## config.mk

```make
export PLATFORM = sky130hd
export DESIGN_NAME = flk_lock_ctrl
export DESIGN_NICKNAME = d
export VERILOG_FILES = /design/src/rtl/flk_pkg.sv /design/src/rtl/flk_key_seq.sv /design/src/rtl/flk_ctrl_state.sv /design/src/rtl/flk_busy_timer.sv /design/src/rtl/flk_lock_ctrl.sv
export SDC_FILE = /design/constraint.sdc
export NUM_CORES = 1
export LEC_CHECK = 0
export ABC_AREA = 1
export BUFFER_PORTS_ARGS = -buffer_cell sky130_fd_sc_hd__buf_2
export CAP_MARGIN = 20
export CORE_ASPECT_RATIO = 1.75
export CORE_MARGIN = 3
export CORE_UTILIZATION = 55
export DETAILED_ROUTE_END_ITERATION = 10
export GPL_TIMING_DRIVEN = 0
export HOLD_SLACK_MARGIN = 0.12
export PLACE_DENSITY = 0.9
export REMOVE_ABC_BUFFERS = 1
export SETUP_SLACK_MARGIN = 0.2
export SYNTH_ARGS = -nofsm -noshare
export SYNTH_HDL_FRONTEND = slang
export SYNTH_HIERARCHICAL = 1
export SYNTH_SLANG_ARGS = --single-unit
```

## constraint.sdc

```tcl
create_clock -name clk -period 5.1 [get_ports clk]
set_input_delay 0.51 -clock clk [delete_from_list [all_inputs] [get_ports clk]]
set_output_delay 0.51 -clock clk [all_outputs]
set_load 0.02 [all_outputs]
```

## src/rtl/flk_pkg.sv

```systemverilog
package flk_pkg;

    localparam int DATA_W    = 32;
    localparam int NUM_LOCKS = 3;
    localparam int OFS_W     = 5;

    localparam int LK_CTRL   = 0;
    localparam int LK_PROG   = 1;
    localparam int LK_OPT    = 2;
    localparam int BIT_PROG  = 3;
    localparam int BIT_ERASE = 9;
    localparam int BIT_BUSY  = 0;

    localparam logic [OFS_W-1:0] OFS_CTRL     = 5'h04;
    localparam logic [OFS_W-1:0] OFS_KEY_CTRL = 5'h0C;
    localparam logic [OFS_W-1:0] OFS_KEY_PROG = 5'h10;
    localparam logic [OFS_W-1:0] OFS_KEY_OPT  = 5'h14;
    localparam logic [OFS_W-1:0] OFS_STAT     = 5'h18;

    typedef enum logic { KS_IDLE, KS_HALF } key_stage_e;

    typedef enum logic [2:0] {
        SEL_NONE, SEL_CTRL, SEL_KEY0, SEL_KEY1, SEL_KEY2, SEL_STAT
    } reg_sel_e;

    typedef struct packed {
        logic [NUM_LOCKS-1:0] locks;
        logic                 prog;
        logic                 erase;
        logic                 frozen;
    } ctrl_state_t;

    function automatic reg_sel_e decode_reg(input logic [OFS_W-1:0] ofs);
        case (ofs)
            OFS_CTRL:     return SEL_CTRL;
            OFS_KEY_CTRL: return SEL_KEY0;
            OFS_KEY_PROG: return SEL_KEY1;
            OFS_KEY_OPT:  return SEL_KEY2;
            OFS_STAT:     return SEL_STAT;
            default:      return SEL_NONE;
        endcase
    endfunction

    function automatic reg_sel_e key_sel(input int idx);
        case (idx)
            0:       return SEL_KEY0;
            1:       return SEL_KEY1;
            default: return SEL_KEY2;
        endcase
    endfunction

    function automatic logic [DATA_W-1:0] key_first(input int idx);
        case (idx)
            0:       return 32'h89AB_CDEF;
            1:       return 32'h8C9D_AEBF;
            default: return 32'hFBEA_D9C8;
        endcase
    endfunction

    function automatic logic [DATA_W-1:0] key_second(input int idx);
        case (idx)
            0:       return 32'h0203_0405;
            1:       return 32'h1314_1516;
            default: return 32'h2425_2627;
        endcase
    endfunction

endpackage

```

## src/rtl/flk_key_seq.sv

```systemverilog
module flk_key_seq
    import flk_pkg::*;
#(
    parameter logic [DATA_W-1:0] KEY_A = '0,
    parameter logic [DATA_W-1:0] KEY_B = '0
) (
    input  logic              clk,
    input  logic              rst,
    input  logic              wr,
    input  logic              allowed,
    input  logic              frozen,
    input  logic [DATA_W-1:0] wdata,
    output logic              unlock,
    output logic              bad
);

    key_stage_e stage_q, stage_d;

    always_comb begin
        stage_d = stage_q;
        unlock  = 1'b0;
        bad     = 1'b0;
        if (frozen) begin
            stage_d = KS_IDLE;
        end else if (wr) begin
            if (!allowed) begin
                bad     = 1'b1;
                stage_d = KS_IDLE;
            end else if (stage_q == KS_IDLE) begin
                if (wdata == KEY_A) stage_d = KS_HALF;
                else                bad     = 1'b1;
            end else begin
                stage_d = KS_IDLE;
                if (wdata == KEY_B) unlock = 1'b1;
                else                bad    = 1'b1;
            end
        end
    end

    always_ff @(posedge clk) begin
        if (rst) stage_q <= KS_IDLE;
        else     stage_q <= stage_d;
    end

endmodule

```

## src/rtl/flk_ctrl_state.sv

```systemverilog
module flk_ctrl_state
    import flk_pkg::*;
(
    input  logic                 clk,
    input  logic                 rst,
    input  logic                 ctrl_wr,
    input  logic [NUM_LOCKS-1:0] set_bits,
    input  logic                 prog_bit,
    input  logic                 erase_bit,
    input  logic [NUM_LOCKS-1:0] unlock,
    input  logic                 bad_key,
    input  logic                 busy,
    output ctrl_state_t          st
);

    ctrl_state_t nxt;

    always_comb begin
        nxt = st;
        if (!st.frozen) begin
            for (int i = 0; i < NUM_LOCKS; i++) begin
                if (unlock[i]) nxt.locks[i] = 1'b0;
            end
        end
        if (ctrl_wr) begin
            if (set_bits[LK_CTRL]) begin
                nxt.locks = '1;
            end
            for (int i = 1; i < NUM_LOCKS; i++) begin
                if (set_bits[i]) nxt.locks[i] = 1'b1;
            end
            if (!st.locks[LK_CTRL] && !busy) begin
                nxt.prog  = prog_bit;
                nxt.erase = erase_bit;
            end
        end
        if (bad_key) begin
            nxt.locks  = '1;
            nxt.frozen = 1'b1;
        end
    end

    always_ff @(posedge clk) begin
        if (rst) begin
            st.locks  <= '1;
            st.prog   <= 1'b0;
            st.erase  <= 1'b0;
            st.frozen <= 1'b0;
        end else begin
            st <= nxt;
        end
    end

endmodule

```

## src/rtl/flk_busy_timer.sv

```systemverilog
module flk_busy_timer #(
    parameter int CYCLES = 20
) (
    input  logic clk,
    input  logic rst,
    input  logic start,
    output logic busy,
    output logic start_pulse
);

    localparam int CNT_W = $clog2(CYCLES + 1);

    logic [CNT_W-1:0] cnt_q;

    always_ff @(posedge clk) begin
        if (rst) begin
            busy        <= 1'b0;
            start_pulse <= 1'b0;
            cnt_q       <= '0;
        end else begin
            start_pulse <= start && !busy;
            if (start && !busy) begin
                busy  <= 1'b1;
                cnt_q <= CNT_W'(CYCLES - 1);
            end else if (busy) begin
                if (cnt_q == '0) busy  <= 1'b0;
                else             cnt_q <= cnt_q - 1'b1;
            end
        end
    end

endmodule

```

## src/rtl/flk_lock_ctrl.sv

```systemverilog
module flk_lock_ctrl
    import flk_pkg::*;
#(
    parameter  int ADDR_W       = 16,
    parameter  int PAGE_BYTES   = 256,
    parameter  int ERASE_CYCLES = 20,
    localparam int PAGE_LSB     = $clog2(PAGE_BYTES),
    localparam int PAGE_W       = ADDR_W - PAGE_LSB
) (
    input  logic              clk,
    input  logic              rst,
    input  logic              bus_wr,
    input  logic              bus_rd,
    input  logic              bus_mem,
    input  logic [ADDR_W-1:0] bus_addr,
    input  logic [DATA_W-1:0] bus_wdata,
    output logic [DATA_W-1:0] bus_rdata,
    output logic              erase_start,
    output logic [PAGE_W-1:0] erase_page,
    output logic              busy
);

    ctrl_state_t          st;
    reg_sel_e             sel;
    logic                 reg_ok;
    logic [NUM_LOCKS-1:0] key_wr, key_ok, unlock_v, bad_v;
    logic                 ctrl_wr, erase_go;
    logic [NUM_LOCKS-1:0] locks_w;
    logic                 prog_w, erase_w, frozen_w;

    assign sel      = decode_reg(bus_addr[OFS_W-1:0]);
    assign reg_ok   = !bus_mem && (bus_addr[ADDR_W-1:OFS_W] == '0);
    assign ctrl_wr  = bus_wr && reg_ok && (sel == SEL_CTRL);
    assign locks_w  = st.locks;
    assign prog_w   = st.prog;
    assign erase_w  = st.erase;
    assign frozen_w = st.frozen;

    for (genvar g = 0; g < NUM_LOCKS; g++) begin : g_key
        assign key_wr[g] = bus_wr && reg_ok && (sel == key_sel(g));
        if (g == LK_CTRL) begin : g_root
            assign key_ok[g] = 1'b1;
        end else begin : g_child
            assign key_ok[g] = !st.locks[LK_CTRL];
        end
        flk_key_seq #(
            .KEY_A(key_first(g)),
            .KEY_B(key_second(g))
        ) u_seq (
            .clk    (clk),
            .rst    (rst),
            .wr     (key_wr[g]),
            .allowed(key_ok[g]),
            .frozen (st.frozen),
            .wdata  (bus_wdata),
            .unlock (unlock_v[g]),
            .bad    (bad_v[g])
        );
    end

    flk_ctrl_state u_state (
        .clk      (clk),
        .rst      (rst),
        .ctrl_wr  (ctrl_wr),
        .set_bits (bus_wdata[NUM_LOCKS-1:0]),
        .prog_bit (bus_wdata[BIT_PROG]),
        .erase_bit(bus_wdata[BIT_ERASE]),
        .unlock   (unlock_v),
        .bad_key  (|bad_v),
        .busy     (busy),
        .st       (st)
    );

    assign erase_go = bus_wr && bus_mem && (bus_wdata == '0) && st.prog &&
                      st.erase && !st.locks[LK_PROG] && !busy;

    flk_busy_timer #(.CYCLES(ERASE_CYCLES)) u_timer (
        .clk        (clk),
        .rst        (rst),
        .start      (erase_go),
        .busy       (busy),
        .start_pulse(erase_start)
    );

    always_ff @(posedge clk) begin
        if (rst)           erase_page <= '0;
        else if (erase_go) erase_page <= bus_addr[ADDR_W-1:PAGE_LSB];
    end

    always_comb begin
        bus_rdata = '0;
        if (bus_rd && reg_ok) begin
            case (sel)
                SEL_CTRL: begin
                    bus_rdata[NUM_LOCKS-1:0] = st.locks;
                    bus_rdata[BIT_PROG]      = st.prog;
                    bus_rdata[BIT_ERASE]     = st.erase;
                end
                SEL_STAT: bus_rdata[BIT_BUSY] = busy;
                default:  bus_rdata = '0;
            endcase
        end
    end

endmodule

```

* Word level (Yosys, flattened, before mapping) *
Index checks and enable logic that the tools add are counted.

word-level totals
  memory bits (read-only) = 0
  latch bits = 0
  input bits = 53
  memories = 0
  register bits after elaboration = 24
  RAM bits = 0

operators by class
  divide/modulo/power cells = 0
  reduce and logical (&&, ||, !) cells = 30
  shift-type cells = 0
  multiplexer cells = 59
  order comparisons = 0
  eq/ne operators = 17
  multiply operators = 0
  bitwise logic cells = 1
  add/sub/neg operators = 1

operator list
  operator                number
  $eq A32 B32 Y1 const B  3
  $mux W1                 48
  $eq A32 B26 Y1 const B  1
  $eq A32 B29 Y1 const B  1
  $eq A32 B30 Y1 const B  1
  $logic_not A32 Y1       1
  $mux W5                 4
  $eq A5 B5 Y1 const B    3
  $logic_and A1 B1 Y1     15
  $pmux W3 S5             1
  $logic_not A11 Y1       1
  $mux W10                1
  $mux W3                 3
  $eq A3 B2 Y1 const B    2
  $eq A3 B3 Y1 const B    2
  $reduce_and A2 Y1       3
  $eq A5 B3 Y1 const B    1
  $eq A5 B4 Y1 const B    1
  $logic_not A5 Y1        1
  $sub A5 B1 Y5 const B   1
  $logic_not A1 Y1        4
  $reduce_or A2 Y1        2
  $reduce_or A4 Y1        1
  $eq A3 B1 Y1 const B    1
  other kinds (6)         6

* Logic depth before layout (Yosys ltp) *
Gate-level depths: netlist (run 1).

  word-level depth = 11
  depth in mapped cells = 14
  gate-level depth less buffers = 14

* By module *
Netlist (run 1), hierarchy kept.

modules (own cells, without submodules)
  module                         cells an instance  times used  area each (µm²)
  flk_lock_ctrl                  162                1           942.2
  flk_key_seq at g_key[1].u_seq  101                1           436.7
  flk_key_seq at g_key[2].u_seq  90                 1           391.6
  flk_busy_timer                 44                 1           349.1
  flk_key_seq at g_key[0].u_seq  66                 1           301.5
  flk_ctrl_state                 35                 1           255.2

* Least setup slack after synthesis (run 1) *
Ideal clock, no wire load.

  kind = in2reg
  from = in bus_addr[7]
  to = reg u_state/st[5] (netlist name)
  stages = 12
  data arrival time = 1,899 ps
  setup slack = 3,077 ps
  required time = 4,976 ps
  buffers on the path = 0
  cells stage by stage = nor2_1 -> nand3_1 -> nor3_2 -> nand2_1 -> nor3_1 -> inv_1 -> nor2_1 -> inv_1 -> nor3_1 -> inv_1 -> o21ai_0 -> nand3_2

on the way
  longest elaborated chain between the ends = 11

RTL lines
  item                                RTL line              source
  from (decl)                         flk_lock_ctrl.sv:15   input logic [ADDR_W-1:0] bus_addr,
  $logic_not A11 Y1 *                 flk_lock_ctrl.sv:32   assign reg_ok = !bus_mem && (bus_addr[ADDR_W-1:OFS_W] == '0);
  $logic_and A1 B1 Y1 *               flk_lock_ctrl.sv:32
  $logic_and A1 B1 Y1 * (2 in a row)  flk_lock_ctrl.sv:40   assign key_wr[g] = bus_wr && reg_ok && (sel == key_sel(g));
  via key_wr[2]                       flk_lock_ctrl.sv:26   logic [NUM_LOCKS-1:0] key_wr, key_ok, unlock_v, bad_v;
  $mux W1 *                           flk_key_seq.sv:25     end else if (wr) begin
  $mux W1 *                           flk_key_seq.sv:23     if (frozen) begin
  via unlock_v[2]                     flk_lock_ctrl.sv:26
  $mux W1 *                           flk_ctrl_state.sv:22  if (unlock[i]) nxt.locks[i] = 1'b0;
  $mux W3 *                           flk_ctrl_state.sv:20  if (!st.frozen) begin
  $mux W3                             flk_ctrl_state.sv:26  if (set_bits[LK_CTRL]) begin
  $mux W1                             flk_ctrl_state.sv:30  if (set_bits[i]) nxt.locks[i] = 1'b1;
  $mux W5 *                           flk_ctrl_state.sv:25  if (ctrl_wr) begin

The timed path passes the listed nets; every way through them passes the cells marked *.
A chain may end at the register's enable or synchronous reset.

* Worst setup path after layout (run 1) *
  from = in bus_mem
  to = reg u_state/st[4] (netlist name)

on the way
  longest elaborated chain between the ends = 11

RTL lines
  item                                RTL line              source
  from (decl)                         flk_lock_ctrl.sv:14   input logic bus_mem,
  $logic_not A1 Y1 *                  flk_lock_ctrl.sv:32
  $logic_and A1 B1 Y1 *               flk_lock_ctrl.sv:32
  $logic_and A1 B1 Y1 * (2 in a row)  flk_lock_ctrl.sv:40
  via key_wr[1]                       flk_lock_ctrl.sv:26
  $mux W1 *                           flk_key_seq.sv:25
  $mux W1 *                           flk_key_seq.sv:23
  via unlock_v[1]                     flk_lock_ctrl.sv:26
  $mux W1 *                           flk_ctrl_state.sv:22
  $mux W3 *                           flk_ctrl_state.sv:20
  $mux W3                             flk_ctrl_state.sv:26
  $mux W1                             flk_ctrl_state.sv:30
  $mux W5 *                           flk_ctrl_state.sv:25

Marks and branches as above.

==> summary.txt, run 1 <==
Status
  • Run status: finished clean

Die
  • DIE AREA: 0.00577 mm²
  • Chip width: 58.7 µm
  • Die Height: 98.3 µm
  • FP Rows: 33
  • Initial Util: 56.9%
  • Core box area: 0.00471 mm²
  • I/O Pins: 95

Worst hold path
  • Hold_sp: u_timer/cnt_q[1]
  • Worst Hold Path EP: u_timer/cnt_q[1]
  • Hold WC Path Type: reg2reg
  • Hold Path Stages: 2

Global route
  • Total Routing Usage GR: 23.8%
  • Vias in the first global route: 2,819
  • GRT overflow: 0
  • Initial antenna violation count: 0
  • Global-route wire length before repair: 11.4 mm
  • Largest net degree at the start of global routing: 15

Clock network
  • Clock sinks: 24
  • Cts repair resizes: 0
  • Clk pin slew, worst setup/hold paths: 0.09 ns
  • CTS tree: done
  • Clock Latency Late Sink: 0.27 ns
  • Post-CTS Hold Buffers: 0
  • Cts bufs inserted: 3
  • Post-CTS setup repair buffer count: 0
  • Clock Tree Root: clkbuf_8
  • Htree depth: 1
  • CTS Buffer Depth: 2

Routing
  • DR pass1 iterations: 5
  • DRC Markers: 0
  • Final ANT Viol Nets: 0
  • Vias/cell: 5.05
  • Wire length per cell: 11.0 µm
  • DR vias: 3,128
  • Drt total wl: 6.83 mm
  • Initial DRC Count: 125

Logic synthesis
  • Top post-synthesis cells by area: nor2_1, dfxtp_1, nand2_1, inv_1, buf_4
  • Mapped Cells: 498
  • Synthesized cell area: 0.00268 mm²
  • Mean Syn Cell Area: 5.37 µm²
  • YS warnings: 6
  • Main synth FF type: dfxtp_1
  • Ys async rst share: 0%
  • Sequential-to-total area share from yosys stat: 18.0%
  • FF+latch count, synth: 24
  • Distinct cell type count after synthesis: 30
  • Dominant cell type by area after synthesis: nor2_1
  • Yosys top cell area share: 20.3%
  • Post-synth EDFFs: 0

STA
  • RSZ-0062 raised after global routing: false
  • Setup violations, final: 0
  • Crit share post-route: 44.7%
  • Worst Skew: 0.0127 ns
  • Slew Limit Headroom: 66.6%
  • Worst-margin pin slew: 0.500 ns
  • Fin crit period: 2.28 ns
  • Final Max Slew Viols: 0
  • Fin Setup TNS: 0 ns
  • Setup ws final: 2.82 ns
  • Fmax: 439 MHz
  • Final Hold Viols: 0

Placed design
  • DP HPWL: 5.65 mm
  • I/O Buffers: 67
  • Gpl congestion: 0.912
  • Pre-CTS setup slack: 2.62 ns

Cells and area
  • Nets: 623
  • Diode count: 0
  • Area Overhead vs Synth: 13.7%
  • Layout cell share with drive strength beyond 1: 18.8%

Worst setup path
  • Worst R2R Path Depth: 13
  • Required time of the critical path: 5.26 ns
  • Critical path class: in2reg
  • Worst flop-to-flop path endpoint: u_state/st[4]
  • Worst setup SP type: input pin
  • Crit path arrival time: 2.44 ns
  • R2r startpoint: u_state/st[3]
  • Crit path capture type: flip-flop
  • Crit Path Max Fanout: 4
  • Reg-to-reg slack, setup: 3.17 ns

Job
  • Max Cap Violations: 0

Power
  • Power per Cell Area: 153 mW/mm²
  • VDD IR max: 193 µV
  • Lkg Pwr: 1.52 nW
## through the flow
step | hold slack (ns) | util (%) | power, mW | instances | instance area (µm²)
final | 0.476 | 64.6 | 0.465 | 620 | 3040
after global placement | 0.454 | 63.1 | 0.300 | 616 | 2970
after global routing | 0.509 | 64.6 | 0.492 | 620 | 3040
after floorplan | 0.439 | - | 0.252 | 497 | 2570
after detailed placement | 0.459 | 63.1 | 0.302 | 616 | 2970
after CTS | 0.483 | 64.6 | 0.465 | 620 | 3040
## cells in the final DEF (no fill, tap or decap), types with 3 or more instances in the layout
cell and n:
nand2_1 115, clkbuf_8 3, nand3b_1 7, nand2_2 4
nand4_1 13, a21oi_2 3, nor2_4 3, nand3_2 3
nor3b_1 4, inv_1 73, inv_2 5, conb_1 28
buf_2 67, nor2_1 145, nor2_2 11, nor3_1 7
dfxtp_1 24, nor3_2 3, nand3_1 27, a21oi_1 4
o21ai_0 8
## registers in the layout (all words and copies together) (netlist names)
name and cells:
u_timer/cnt_q 5, u_state/st 6, g_key.u_seq/stage_q 3, u_timer/start_pulse 1, u_timer/busy 1, erase_page 8
## critical path, stage by stage
cell and delay [ns]:
buf_2 0.11, nor2_1 0.08, nand3_1 0.09, nor3_2 0.24, nand2_1 0.16, nor3_1 0.41, inv_1 0.08, nor2_1 0.14
inv_1 0.07, nor3_2 0.16, inv_1 0.05, o21ai_0 0.24, nand3_2 0.11
## logic make-up after synthesis
logic type	Yosys count	synth area share, %
DFF	24	18.0
and+or+nand+nor	348	58.6
other	2	0.281
buffers and inverters	105	18.5
xor gates and xnor gates	1	0.327
adders and majority gates	1	0.467
AOI/OAI and AO/OA	17	3.88
## where the power goes
part           internal [mW]  switching (mW)  total [mW]  leakage (nW)
Combinational         0.0333          0.0791       0.112          1.29
Clock                  0.105          0.0609       0.166        0.0357
Sequential             0.187     0.000000607       0.187         0.193
## cell usage after synthesis, types with 2 or more instances
| library cell | n |
|---|---|
| inv_2 | 5 |
| nor3_1 | 7 |
| nand2_1 | 115 |
| nand3_2 | 3 |
| nand2_2 | 4 |
| buf_4 | 27 |
| conb_1 | 2 |
| nor2_4 | 3 |
| nand3b_1 | 7 |
| o21ai_0 | 8 |
| nor2_2 | 11 |
| a21oi_1 | 4 |
| inv_1 | 73 |
| nor3b_1 | 4 |
| nand4_1 | 13 |
| dfxtp_1 | 24 |
| a21oi_2 | 3 |
| nand3_1 | 27 |
| nor3_2 | 3 |
| nor2_1 | 145 |
## area by class of cell
cell class,instances,area (µm²)
tap,52,65.1
sequential,24,480
clock inverter,1,30.0
clock buffer,3,41.3
inverter,78,293
fill,437,1660
multi-input combinational,395,1800
timing repair buffer,67,335
## worst max path at each step
| stage | start | to | slack, ns |
|---|---|---|---|
| final | bus_mem | u_state/st[4] | 2.82 |
| after global routing | bus_addr[6] | u_state/st[4] | 2.68 |
| after CTS | bus_mem | u_state/st[4] | 2.84 |
| after detailed placement | bus_addr[7] | u_state/st[4] | 2.62 |
| after global placement | bus_mem | u_state/st[4] | 2.68 |
| after floorplan | bus_addr[7] | u_state/st[5] | 3.08 |
## routing by layer
metal | track usage, % | share of wire, %
met2 | 42.8 | 52
met5 | 0 | 0
met1 | 25.7 | 37
met4 | 13.8 | 5.1
met3 | 2.25 | 6.0
No activity file was read; power rests on OpenSTA's default activity.
==> run 2, diff against run 1 <==
CORE_UTILIZATION = 51   (was 55)
PLACE_DENSITY = 0.85   (was 0.9)
clock period = 2.2 ns   (was 5.1 ns; I/O delays follow)
==> summary.txt, run 2 (synthesis results as in run 1) <==
Clock network
  • Htree depth: 1 (unchanged)
  • Cts bufs inserted: 3 (unchanged)
  • Clock sinks: 24 (unchanged)
  • Clock Tree Root: clkbuf_8 (unchanged)
  • CTS Buffer Depth: 2 (unchanged)
  • Clock Latency Late Sink: 0.27 ns (about the same)
  • CTS tree: done (unchanged)
  • Post-CTS Hold Buffers: 0 (unchanged)
  • Clk pin slew, worst setup/hold paths: 0.09 ns (about the same)

Routing
  • Initial DRC Count: 167 (was 125)
  • DR vias: 3,155 (was 3,128)
  • Final ANT Viol Nets: 0 (unchanged)
  • DRC Markers: 0 (unchanged)
  • Metal3 WL: 549 µm (was 408 µm)
  • Met1 WL: 2.61 mm (was 2.50 mm)
  • Wire length per cell: 11.4 µm (was 11.0 µm)
  • Vias/cell: 5.06 (was 5.05)
  • Drt total wl: 7.12 mm (was 6.83 mm)
  • Met2 routed WL: 3.60 mm (was 3.57 mm)
  • DR top layer: met4 (unchanged)
  • DR pass1 iterations: 5 (unchanged)

Worst setup path
  • Worst flop-to-flop path endpoint: u_state/st[4] (unchanged)
  • Crit path capture type: flip-flop (unchanged)
  • Reg-to-reg slack, setup: 0.32 ns (was 3.17 ns)
  • Critical path class: reg2reg (was in2reg)
  • R2r startpoint: u_state/st[3] (unchanged)
  • Crit path arrival time: 2.05 ns (was 2.44 ns)
  • Biggest cell delay along the critical path: 0.39 ns (was 0.41 ns)
  • Chain of cells forming the critical path: inv_2 > nand2_1 > nor2b_1 > nand2_1 > nor2_1 > nand2_1 > nor2_1 > nor2_1 > or3_1 > nor2_1 > nand2_1 > inv_2 > nand3_2 (was buf_2 > nor2_1 > nand3_1 > nor3_2 > nand2_1 > nor3_1 > inv_1 > nor2_1 > inv_1 > nor3_2 > inv_1 > o21ai_0 > nand3_2)
  • Crit Path Max Fanout: 4 (unchanged)
  • CP max-delay cell: or3_1 (was nor3_1)
  • Worst setup SP type: flip-flop (was input pin)
  • Required time of the critical path: 2.37 ns (was 5.26 ns)
  • Worst R2R Path Depth: 13 (unchanged)

Cells and area
  • Max reg flops: 8 (unchanged)
  • Design Area, Final: 0.00307 mm² (was 0.00304 mm²)
  • Layout cell share with drive strength beyond 1: 19.9% (was 18.8%)
  • Area Overhead vs Synth: 14.6% (was 13.7%)
  • Biggest regs: erase_page x8, u_state/st x6, u_timer/cnt_q x5 (unchanged)
  • Fillers: 498 (was 437)
  • Commonest non-fill, non-tap cell in the layout: nor2_1 (unchanged)
  • Reg with most FFs: erase_page (unchanged)
  • Highest-count cells in the layout ignoring fill and taps: nor2_1, nand2_1, inv_1 (unchanged)
  • Diode count: 0 (unchanged)
  • Nets: 624 (was 623)

Die
  • FP Rows: 34 (was 33)
  • Die Height: 102 µm (was 98.3 µm)
  • DIE AREA: 0.00619 mm² (was 0.00577 mm²)
  • Core box area: 0.00502 mm² (was 0.00471 mm²)
  • Initial Util: 53.3% (was 56.9%)
  • Chip width: 60.8 µm (was 58.7 µm)
  • I/O Pins: 95 (unchanged)

Job
  • Max Cap Violations: 0 (unchanged)

STA
  • Worst Skew: 0.00831 ns (was 0.0127 ns)
  • Setup ws final: 0.323 ns (was 2.82 ns)
  • Hold WS: 0.275 ns (was 0.476 ns)
  • Final Hold Viols: 0 (unchanged)
  • Final Max Slew Viols: 0 (unchanged)
  • Fmax: 533 MHz
  • Crit share post-route: 85.3%
  • Fin crit period: 1.88 ns
  • Fin Setup TNS: 0 ns (unchanged)
  • Setup violations, final: 0 (unchanged)
  • RSZ-0062 raised after global routing: false (unchanged)

Power
  • VDD IR max: 219 µV (was 193 µV)
  • Power per Cell Area: 356 mW/mm² (was 153 mW/mm²)
  • Overall power: 1.09 mW (was 0.465 mW)
  • Lkg Pwr: 1.52 nW (about the same)

Placed design
  • I/O Buffers: 67 (unchanged)
  • Pre-CTS setup slack: 0.0142 ns (was 2.62 ns)
  • DP HPWL: 5.86 mm (was 5.65 mm)
  • Dpl cell area: 0.00297 mm² (about the same)
  • Gpl congestion: 0.883 (was 0.912)

Global route
  • Initial antenna violation count: 0 (unchanged)
  • Total Routing Usage GR: 23.4% (was 23.8%)
  • Largest net degree at the start of global routing: 15 (unchanged)
  • GRT overflow: 0 (unchanged)
  • Global-route wire length before repair: 11.6 mm (was 11.4 mm)
  • Vias in the first global route: 2,793 (was 2,819)

Worst hold path
  • Worst Hold Path EP: u_state/st[0] (was u_timer/cnt_q[1])
  • Hold Path Stages: 2 (unchanged)
  • Hold_sp: rst (was u_timer/cnt_q[1])
  • Hold WC Path Type: in2reg (was reg2reg)

Status
  • Run status: finished clean (unchanged)
## run 2: through the flow
step | instances | util, %
floorplan | 497 | -
global placement | 618 | 59.2
detailed placement | 618 | 59.2
CTS | 622 | 60.7
global route | 623 | 61.1
finish | 623 | 61.1
## run 2: critical path, delay by kind of cell, from the launching register on
kind | cells | cell delay [ns]
flops | 1 | 0.35
buf+inv | 2 | 0.18
simple gates | 11 | 1.24
## run 2: repair_timing
action,CTS,global route
setup buffers,0,1
setup endpoints to repair,0,3
gates resized for setup,0,5
## run 2: worst max path at each step
stage,start,endpoint,cells past startpoint
after CTS,u_state/st[3],u_state/st[4],13
after detailed placement,bus_mem,u_state/st[4],13
final,u_state/st[3],u_state/st[4],13
after floorplan,bus_addr[7],u_state/st[5],12
after global placement,bus_mem,u_state/st[4],13
after global routing,u_state/st[3],u_state/st[4],13
## run 2: cell type report
class	count	area, µm²	area share [%]
Tap cell	54	67.6	2.20
Multi-Input combinational cell	395	1810	59.0
Inverter	78	293	9.55
Clock inverter	1	30.0	0.979
Sequential cell	24	482	15.7
Clock buffer	3	41.3	1.35
Timing Repair Buffer	68	343	11.2
## run 2: layer usage
metal | vias to the layer above | GRT usage (%)
met5 | - | 0
li1 | 1607 | -
met4 | 0 | 12.9
met1 | 1375 | 25.2
met3 | 29 | 2.40
met2 | 144 | 42.7
## run 2: power by group
part	total (mW)	internal, mW	switching, mW
logic	0.263	0.0772	0.185
clock network	0.396	0.244	0.152
registers	0.434	0.434	0.00000143
==> run 3, diff against run 2 <==
ABC_AREA = default   (was 1)
CORE_UTILIZATION = 48   (was 51)
PLACE_DENSITY = 0.84   (was 0.85)
==> summary.txt, run 3 <==
Status
  • Run status: finished, violations left (was finished clean)
  • Failing checks: negative setup slack

Clock network
  • Clock sinks: 24 (unchanged)
  • Cts bufs inserted: 3 (unchanged)
  • Clock Tree Root: clkbuf_8 (unchanged)
  • Clk pin slew, worst setup/hold paths: 0.08 ns (was 0.09 ns)
  • Htree depth: 1 (unchanged)
  • CTS Buffer Depth: 2 (unchanged)
  • Clock Latency Late Sink: 0.27 ns (about the same)
  • CTS tree: done (unchanged)

Worst setup path
  • Worst setup SP type: flip-flop (unchanged)
  • Reg-to-reg slack, setup: -0.16 ns (was 0.32 ns)
  • Worst R2R Path Depth: 8 (was 13)
  • Crit path arrival time: 2.52 ns (was 2.05 ns)
  • Crit Path Max Fanout: 3 (was 4)
  • R2r startpoint: g_key[2].u_seq/stage_q (was u_state/st[3])
  • Crit path from: g_key[2].u_seq/stage_q (was u_state/st[3])
  • Required time of the critical path: 2.36 ns (was 2.37 ns)
  • Worst flop-to-flop path endpoint: u_state/st[4] (unchanged)
  • Critical path class: reg2reg (unchanged)
  • Crit path capture type: flip-flop (unchanged)

STA
  • Worst-margin pin slew: 0.508 ns
  • Setup ws final: -0.160 ns (was 0.323 ns)
  • Slew Limit Headroom: 65.8%
  • Worst Skew: 0.00302 ns (was 0.00831 ns)
  • Final Max Slew Viols: 0 (unchanged)
  • Crit share post-route: 107% (was 85.3%)
  • RSZ-0062 raised after global routing: true (was false)
  • Fin crit period: 2.36 ns (was 1.88 ns)
  • Setup violations, final: 4 (was 0)
  • Fin Setup TNS: -0.456 ns (was 0 ns)
  • Fmax: 424 MHz (was 533 MHz)
  • Final Hold Viols: 0 (unchanged)

Routing
  • DR vias: 2,371 (was 3,155)
  • Initial DRC Count: 113 (was 167)
  • Drt total wl: 6.83 mm (was 7.12 mm)
  • Final ANT Viol Nets: 0 (unchanged)
  • Vias/cell: 6.29 (was 5.06)
  • DRC Markers: 0 (unchanged)
  • DR pass1 iterations: 4 (was 5)
  • Wire length per cell: 18.1 µm (was 11.4 µm)

Logic synthesis
  • Sequential-to-total area share from yosys stat: 22.5% (was 18.0%)
  • Main combinational cell family by area after synthesis: simple AND/OR/NAND/NOR gates (unchanged)
  • YS warnings: 6 (unchanged)
  • Adder-Cell Fraction of Synth Area: 0.587% (was 0.468%)
  • Compound-Gate Fraction of Synth Area: 11.6% (was 3.88%)
  • Commonest cells in the synthesized netlist: buf_4, dfxtp_1, nor2_1, nand4_1, nor4b_1 (was nor2_1, nand2_1, inv_1, buf_4, nand3_1)
  • Simple-Gate Fraction of Synth Area: 52.6% (was 58.6%)
  • Ys async rst share: 0% (unchanged)
  • Mapped Cells: 251 (was 498)
  • Mean Syn Cell Area: 8.50 µm² (was 5.37 µm²)
  • Post-synth EDFFs: 0 (unchanged)
  • Distinct cell type count after synthesis: 55 (was 30)
  • FF+latch count, synth: 24 (unchanged)
  • Post-synthesis mux area share: 0.938% (was 0%)
  • Top-count cell post-synth: buf_4 (was nor2_1)
  • Main synth FF type: dfxtp_1 (unchanged)
  • Top post-synthesis cells by area: dfxtp_1, buf_4, nor4b_1, nand4b_1, nand4_1 (was nor2_1, dfxtp_1, nand2_1, inv_1, buf_4)
  • Synthesized cell area: 0.00213 mm² (was 0.00268 mm²)
  • Yosys top cell area share: 22.5% (was 20.3%)
  • Dominant cell type by area after synthesis: dfxtp_1 (was nor2_1)
  • Synth Area in XOR/XNOR: 0% (was 0.327%)

Cells and area
  • Area Overhead vs Synth: 26.0% (was 14.6%)
  • Fin cells: 377 (was 623)
  • Diode count: 0 (unchanged)
  • Nets: 383 (was 624)
  • Reg with most FFs: erase_page (unchanged)
  • Biggest regs: erase_page x8, u_state/st x6, u_timer/cnt_q x5 (unchanged)
  • Commonest non-fill, non-tap cell in the layout: buf_2 (was nor2_1)
  • Max reg flops: 8 (unchanged)
  • Highest-count cells in the layout ignoring fill and taps: buf_2, conb_1, dfxtp_1 (was nor2_1, nand2_1, inv_1)
  • Final Util: 63.6% (was 61.1%)
  • Layout cell share with drive strength beyond 1: 36.3% (was 19.9%)

Global route
  • GRT overflow: 0 (unchanged)
  • Global-route wire length before repair: 10.4 mm (was 11.6 mm)
  • Initial antenna violation count: 0 (unchanged)
  • Largest net degree at the start of global routing: 26 (was 15)
  • Total Routing Usage GR: 24.6% (was 23.4%)
  • Vias in the first global route: 2,304 (was 2,793)

Worst hold path
  • Hold_sp: bus_addr[12] (was rst)
  • Hold WC Path Type: in2reg (unchanged)
  • Hold Path Stages: 3 (was 2)
  • Worst Hold Path EP: erase_page[4] (was u_state/st[0])

Die
  • Chip width: 56.4 µm (was 60.8 µm)
  • FP Rows: 31 (was 34)
  • Core box area: 0.00423 mm² (was 0.00502 mm²)
  • DIE AREA: 0.00531 mm² (was 0.00619 mm²)
  • Initial Util: 50.5% (was 53.3%)
  • I/O Pins: 95 (unchanged)
  • Die Height: 94.2 µm (was 102 µm)

Placed design
  • Placed Cells: 361 (was 618)
  • DP HPWL: 4.78 mm (was 5.86 mm)
  • I/O Buffers: 67 (unchanged)
  • Gpl congestion: 0.928 (was 0.883)

Job
  • Max Cap Violations: 0 (unchanged)

Power
  • Power per Cell Area: 352 mW/mm² (was 356 mW/mm²)
  • Lkg Pwr: 1.03 nW (was 1.52 nW)
  • VDD IR max: 348 µV (was 219 µV)
[run 3: worst max path at each step]
stage	endpoint	slack (ns)	depth (start not counted)
floorplan	u_state/st[4]	-0.17	8
global placement	u_state/st[5]	-0.46	9
detailed placement	u_state/st[4]	-0.47	9
CTS	u_state/st[4]	-0.04	8
global route	u_state/st[4]	-0.23	8
finish	u_state/st[4]	-0.16	8
[run 3: through the flow]
stage | power (mW) | setup slack, ns | hold slack, ns | instance area, µm²
floorplan | 0.526 | -0.170 | 0.289 | 2000
global placement | 0.636 | -0.458 | 0.450 | 2390
detailed placement | 0.638 | -0.469 | 0.462 | 2390
CTS | 0.941 | -0.0359 | 0.209 | 2590
global route | 0.984 | -0.233 | 0.226 | 2690
finish | 0.947 | -0.160 | 0.212 | 2690
[run 3: cell families after synthesis]
| family | count (synthesis) |
|---|---|
| and+or+nand+nor | 150 |
| AOI/OAI and AO/OA | 37 |
| buffers and inverters | 35 |
| DFF | 24 |
| muxes | 2 |
| other | 2 |
| adders and majority gates | 1 |
[run 3: critical path, stage by stage, from the launching register on]
cell      delay [ns]
dfxtp_2         0.34
nor4b_2         0.26
nand3b_1        0.15
nor4_4          0.32
o21ai_1         0.14
nor2b_1         0.16
or3_4           0.33
a211o_1         0.28
a221o_1         0.27
[run 3: layout make-up]
class	instances	area [µm²]
Sequential cell	24	483
Clock buffer	4	55.1
Tap cell	49	61.3
Timing Repair Buffer	79	459
Multi-Input combinational cell	218	1620
Inverter	3	11.3
Fill cell	371	1540
[run 3: report_power, final]
part	internal (mW)	switching (mW)	leakage (nW)	total [mW]
Combinational	0.0637	0.144	0.808	0.208
Sequential	0.434	0.00000145	0.194	0.434
Clock	0.160	0.145	0.0288	0.305
Total	0.658	0.289	1.03	0.947
[run 3: repair_timing]
action / in CTS / in global routing
hold buffers: 0 / 0
hold endpoints to repair: 0 / 0
cloned: 0 / 0
buffers inserted: 12 / 0
gates resized for setup: 11 / 20
pin swaps: 5 / 3
endpoints found under the setup margin: 7 / 8
[run 3: metal layers]
metal  vias up  GRT usage, %  part of all wire (%)
met1      1106          25.9                    35
met2       140          43.5                    52
met4         0          19.4                   6.4
li1       1089             -                     -
met5         -             0                     0
met3        36          2.34                   6.7
